**src/rtl/sync_arb_pkg.sv**
```systemverilog
// Package: shared indices and selection encoding for the sync arbiter.
// Assumes: all users index the activity vector through these constants.
package sync_arb_pkg;
    localparam int NUM_MON  = 4;
    localparam int MON_HS   = 3;
    localparam int MON_SOG  = 2;
    localparam int MON_VS   = 1;
    localparam int MON_DCLK = 0;

    typedef enum logic {
        PICK_FIRST  = 1'b0,
        PICK_SECOND = 1'b1
    } pick_e;
endpackage

```
**src/rtl/activity_monitor.sv**
```systemverilog
// Module: activity_monitor
// Resynchronises one asynchronous input into the reference clock and
// reports activity. An edge seen after the synchroniser sets the flag.
// The flag is cleared once IDLE_LIMIT cycles pass with no further edge.
// Assumes: the input toggles slower than half the reference rate.
module activity_monitor #(
    parameter int IDLE_LIMIT = 64
) (
    input  logic clk,
    input  logic rst_n,
    input  logic sig_i,
    output logic active_o
);
    localparam int CNT_W = $clog2(IDLE_LIMIT + 1);
    localparam logic [CNT_W-1:0] LIMIT = CNT_W'(IDLE_LIMIT);

    logic             sync_a;
    logic             sync_b;
    logic             last_lvl;
    logic [2:0]       primed;
    logic [CNT_W-1:0] idle_cnt;
    logic             edge_seen;

    // Two-flop synchroniser, a history flop, and a warm-up mask.
    always_ff @(posedge clk) begin
        if (!rst_n) begin
            sync_a   <= 1'b0;
            sync_b   <= 1'b0;
            last_lvl <= 1'b0;
            primed   <= '0;
        end else begin
            sync_a   <= sig_i;
            sync_b   <= sync_a;
            last_lvl <= sync_b;
            primed   <= {primed[1:0], 1'b1};
        end
    end

    // Count edges only once the history flop holds real samples.
    assign edge_seen = primed[2] & (sync_b ^ last_lvl);

    // Idle counter and activity flag.
    always_ff @(posedge clk) begin
        if (!rst_n) begin
            idle_cnt <= '0;
            active_o <= 1'b0;
        end else if (edge_seen) begin
            idle_cnt <= '0;
            active_o <= 1'b1;
        end else if (idle_cnt == LIMIT) begin
            active_o <= 1'b0;
        end else begin
            idle_cnt <= idle_cnt + 1'b1;
        end
    end
endmodule

```
**src/rtl/pair_select.sv**
```systemverilog
// Module: pair_select
// Registered two-way chooser. If only one candidate is present, that one
// is chosen. A tie goes to prio_i, and force_i makes the result prio_i.
// With no candidate present and no force, the last choice is held.
// Assumes: candidate flags are synchronous to clk.
module pair_select
    import sync_arb_pkg::*;
(
    input  logic  clk,
    input  logic  rst_n,
    input  logic  first_i,
    input  logic  second_i,
    input  logic  prio_i,
    input  logic  force_i,
    output pick_e sel_o
);
    pick_e sel_next;

    // Next choice from force, tie, one-sided and hold cases.
    always_comb begin
        if (force_i || (first_i && second_i)) begin
            sel_next = pick_e'(prio_i);
        end else if (second_i) begin
            sel_next = PICK_SECOND;
        end else if (first_i) begin
            sel_next = PICK_FIRST;
        end else begin
            sel_next = sel_o;
        end
    end

    // Choice register.
    always_ff @(posedge clk) begin
        if (!rst_n) sel_o <= PICK_FIRST;
        else        sel_o <= sel_next;
    end
endmodule

```
**src/rtl/sync_arbiter.sv**
```systemverilog
// Module: sync_arbiter (top)
// Runs four activity monitors and two pair selectors. It also registers
// a seek request when neither interface is present and no force is set.
// Assumes: rst_n is synchronous to clk; the control bits are quasi-static.
module sync_arbiter
    import sync_arb_pkg::*;
#(
    parameter int IDLE_LIMIT = 64
) (
    input  logic       clk,
    input  logic       rst_n,
    input  logic       hsync_i,
    input  logic       sog_i,
    input  logic       vsync_i,
    input  logic       dclk_i,
    input  logic       if_prio_i,
    input  logic       if_force_i,
    input  logic       src_prio_i,
    input  logic       src_force_i,
    output logic [3:0] act_status_o,
    output logic       if_sel_o,
    output logic       sync_sel_o,
    output logic       seek_o
);
    logic [NUM_MON-1:0] mon_in;
    logic [NUM_MON-1:0] mon_act;
    logic               analog_seen;
    logic               digital_seen;
    pick_e              if_pick;
    pick_e              src_pick;

    // Place the monitored pins at their status positions.
    always_comb begin
        mon_in           = '0;
        mon_in[MON_HS]   = hsync_i;
        mon_in[MON_SOG]  = sog_i;
        mon_in[MON_VS]   = vsync_i;
        mon_in[MON_DCLK] = dclk_i;
    end

    // One monitor per watched input.
    for (genvar g = 0; g < NUM_MON; g++) begin : g_mon
        activity_monitor #(.IDLE_LIMIT(IDLE_LIMIT)) u_mon (
            .clk      (clk),
            .rst_n    (rst_n),
            .sig_i    (mon_in[g]),
            .active_o (mon_act[g])
        );
    end

    assign analog_seen  = mon_act[MON_HS] | mon_act[MON_SOG] | mon_act[MON_VS];
    assign digital_seen = mon_act[MON_DCLK];

    // Interface choice: first = analog, second = digital.
    pair_select u_if_sel (
        .clk      (clk),
        .rst_n    (rst_n),
        .first_i  (analog_seen),
        .second_i (digital_seen),
        .prio_i   (if_prio_i),
        .force_i  (if_force_i),
        .sel_o    (if_pick)
    );

    // PLL sync source choice: first = sync pin, second = sync-on-green.
    pair_select u_src_sel (
        .clk      (clk),
        .rst_n    (rst_n),
        .first_i  (mon_act[MON_HS]),
        .second_i (mon_act[MON_SOG]),
        .prio_i   (src_prio_i),
        .force_i  (src_force_i),
        .sel_o    (src_pick)
    );

    // Seek request register.
    always_ff @(posedge clk) begin
        if (!rst_n) seek_o <= 1'b0;
        else        seek_o <= !if_force_i && !analog_seen && !digital_seen;
    end

    assign act_status_o = mon_act;
    assign if_sel_o     = if_pick;
    assign sync_sel_o   = src_pick;
endmodule

```
**config.mk**
```make
export PLATFORM = sky130hd
export DESIGN_NAME = sync_arbiter
export DESIGN_NICKNAME = d
export VERILOG_FILES = /design/src/rtl/sync_arb_pkg.sv /design/src/rtl/activity_monitor.sv /design/src/rtl/pair_select.sv /design/src/rtl/sync_arbiter.sv
export SDC_FILE = /design/constraint.sdc
export NUM_CORES = 1
export LEC_CHECK = 0
export BUFFER_PORTS_ARGS = -buffer_cell sky130_fd_sc_hd__buf_2
export CORE_MARGIN = 2
export CORE_UTILIZATION = 58
export DETAILED_ROUTE_END_ITERATION = 8
export MAX_ROUTING_LAYER = met4
export PLACE_DENSITY = 0.78
export SLEW_MARGIN = 20
export SYNTH_ARGS = -nofsm -noshare
export SYNTH_HDL_FRONTEND = slang
export SYNTH_SLANG_ARGS = --single-unit
```
**constraint.sdc**
```tcl
create_clock -name clk -period 1.5 [get_ports clk]
set_input_delay 0.15 -clock clk [delete_from_list [all_inputs] [get_ports clk]]
set_output_delay 0.15 -clock clk [all_outputs]
set_load 0.03 [all_outputs]
```
==> impl_results.md <==
- Hold_buf cts: 0
- Final Hold Violating Endpoints: 0
- Port buffer count: 16
- Share of layout cells above drive strength 1: 16.5%
- Clock share of power: 30.1%
- Clock Tree Root: clkbuf_8
- Clock period minus final worst setup slack: 1.32 ns
- I/O Pins: 17
- Warnings, synthesis: 0
- Number of core rows: 22
- Slew HR: 69.3%
- CP delay by family, top: simple AND/OR/NAND/NOR gates
- Final setup viols: 0
- Synth unique cells: 28
- CTS tree: done
- Critical Path, Cell by Cell: ha_1, nand3_1, or3_1, a21oi_1
- Setup TNS: 0 ns
- First-pass GRT wire length: 5890 um
- Final Instance Area: 2370 um2
- Internal Power: 0.00180 W
- Worst Path Buf+Inv: 0
- Layout Nets: 267
- 1st-pass router iterations: 4
- Crit Path Max Fanout: 4
- Num CTS Buffers: 5
- Hold endpoint: g_mon[0].u_mon.sync_a
- Dpl hpwl: 2430 um
- Number of global-route vias before repair: 1404
- Critical path endpoint category: register
- Setup ws final: 0.185 ns
- PwrDens: 991 nW/um2
- Number of antenna violations at the first check in global routing: 0
- Syn_nets: 242
- CTS Sinks: 50
- Critical path required time: 1.73 ns
- WHS Path Cells: 2
- Average cell area after synthesis: 9.51 um2
- Area added between synthesis and finish: 11.2%
- Largest net degree at the start of global routing: 15
- Flop2flop setup slack: 0.18 ns
- Post-route ant nets: 0
- Vias: 1554
- Switching power: 0.000546 W
- Total gr overflow: 0
- GRT Total Usage: 18.5%
- RR Endpoint: g_mon[0].u_mon.idle_cnt[6]
- Die area: 4170 um2
- CP Data Arrival Time: 1.54 ns
- Later-pin clock latency in the skew report: 0.29 ns
- DR iter-0 viols: 93
- Post-CTS setup buffers: 0
- Diode count: 0
- Slowest-stage cell, CP: dfxtp_1
- Post-layout util: 65.7%
- Post-synthesis sequential area ratio: 47.0%
- Worst hold path class: in -> reg
- Status: completed
- H-tree depth: 2
- Syn Inst Count: 224
- Die Width: 64.6 um
- Gpl congestion: 0.798
- # DRC: 0
- Max Slew Vio Count: 0
- Fmax: 760 MHz
- Reg-to-reg startpoint: g_mon[0].u_mon.idle_cnt[0]
- Cell Area, Synth: 2130 um2
- Initial core utilization: 59.1%
- Clock Tree Buf Depth: 2
- Placed cell area: 2290 um2
- Yosys reg bits: 50
- Routed WL: 3270 um
- Leakage power: 0.888 nW
- Chip Height: 64.6 um
- Max-Cap Viols: 0
- Total Power: 0.00235 W
- HP Start: dclk_i
- WL/cell: 11.0 um
- RSZ-0062 raised after global routing: false
- Clk slew on worst S/H paths: 0.08 ns
- Via/cell ratio: 5.23
- Crit start category: register
- Peak supply drop: 0.530 mV
- Post_cts resized: 0
- Worst reg2reg path depth: 4
- Critical path class: reg -> reg
- Flop pwr share: 60.6%
- Pre-CTS setup slack: 0.218 ns
- Sw Ratio: 23.3%
- Worst-margin pin slew: 0.457 ns
- Gate power share: 9.3%
- Final period util: 87.7%
- # fillers: 294
- Clk_skew: 0.00432 ns
- Core region area: 3610 um2
- Max incr delay on CP: 0.39 ns
-- routing by layer --
layer | vias up | share of wire (%) | track usage, %
met5 | - | 0 | -
met4 | 0 | 1.7 | 6.38
li1 | 831 | - | -
met3 | 6 | 3.9 | 5.90
met1 | 697 | 52 | 24.0
met2 | 20 | 43 | 27.3
-- power groups by stage --
stage | combinational (W) | clock [W] | sequential (W)
final | 0.000218 | 0.000706 | 0.00142
after global routing | 0.000249 | 0.000803 | 0.00143
after CTS | 0.000222 | 0.000750 | 0.00142
after detailed placement | 0.000220 | 0 | 0.00145
after global placement | 0.000215 | 0 | 0.00145
after floorplan | 0.000152 | 0 | 0.00145
-- synthesized netlist by cell type --
master,instances,share of area (%)
ha_1,8,4.7
nand2_1,11,1.9
xor2_1,8,3.3
nand3_1,12,2.8
and2_1,16,4.7
and3b_1,1,0.41
nand2b_1,2,0.59
o21a_1,4,1.4
buf_4,4,1.4
or3_1,8,2.4
nor2_1,5,0.88
nor2_4,4,2.1
clkbuf_1,2,0.35
o21ai_1,8,1.9
a211oi_2,4,2.4
a21oi_1,12,2.8
nor4b_1,2,0.82
nor4_1,3,0.88
xnor2_1,8,3.3
or4b_4,2,1.3
nor2b_1,2,0.59
o21ai_0,10,2.4
o22ai_1,1,0.29
nor3_1,20,4.7
a21boi_0,6,2.1
dfxtp_1,50,47
inv_1,9,1.6
or4_4,2,1.1
-- layout by cell type (no fill, tap or decap), types with 4 or more instances in the layout --
master	instances
a21boi_0	6
nor2_1	5
ha_1	8
clkbuf_8	5
nor2_4	4
inv_1	9
and2_1	16
or3_1	8
xor2_1	8
nand3_1	12
a211oi_2	4
xnor2_1	8
a21oi_1	12
o21ai_1	8
nand2_1	11
o21ai_0	10
o21a_1	4
dfxtp_1	50
buf_2	16
nor3_1	20
buf_4	8
-- metrics by stage --
step | cells | hold WS (ns)
after detailed placement | 290 | 0.358
after global placement | 290 | 0.357
after global routing | 297 | 0.0485
after CTS | 297 | 0.0414
after floorplan | 224 | 0.178
final | 297 | 0.0582
-- area by class of cell --
class,instances,area [um2],area share [%]
sequential,50,1000,42.3
tap,48,60.1,2.54
clock buffer,7,76.3,3.22
inverter,9,33.8,1.43
timing repair buffer,24,140,5.92
multi-input combinational,159,1060,44.6
-- kinds of logic after synthesis --
family | synth area share, %
AND/OR/NAND/NOR | 25.1
flip-flops | 47.0
AO/OA/AOI/OAI | 13.2
XOR/XNOR | 6.58
buffers and inverters | 3.35
adder cells (fa/ha/maj) | 4.70
-- sequential cells by signal, indices dropped and copies added (netlist names) --
name / count
seek_o: 1
g_mon.u_mon.last_lvl: 4
u_if_sel.sel_o: 1
g_mon.u_mon.sync_b: 4
g_mon.u_mon.active_o: 4
g_mon.u_mon.primed: 3
g_mon.u_mon.sync_a: 4
u_src_sel.sel_o: 1
g_mon.u_mon.idle_cnt: 28
-- how the worst max path moves through the flow --
stage | endpoint | slack [ns] | start | cells past startpoint
6_report | g_mon[0].u_mon.idle_cnt[6] | 0.18 | g_mon[0].u_mon.idle_cnt[0] | 4
4_1_cts | g_mon[0].u_mon.idle_cnt[6] | 0.20 | g_mon[0].u_mon.idle_cnt[0] | 4
3_5_place_dp | g_mon[1].u_mon.idle_cnt[6] | 0.22 | g_mon[1].u_mon.idle_cnt[1] | 4
5_1_grt | g_mon[1].u_mon.idle_cnt[6] | 0.11 | g_mon[1].u_mon.idle_cnt[0] | 4
2_1_floorplan | g_mon[0].u_mon.idle_cnt[0] | 0.28 | g_mon[0].u_mon.idle_cnt[2] | 3
3_3_place_gp | g_mon[2].u_mon.idle_cnt[6] | 0.24 | g_mon[2].u_mon.idle_cnt[1] | 4
No activity file was read; power rests on OpenSTA's default activity.
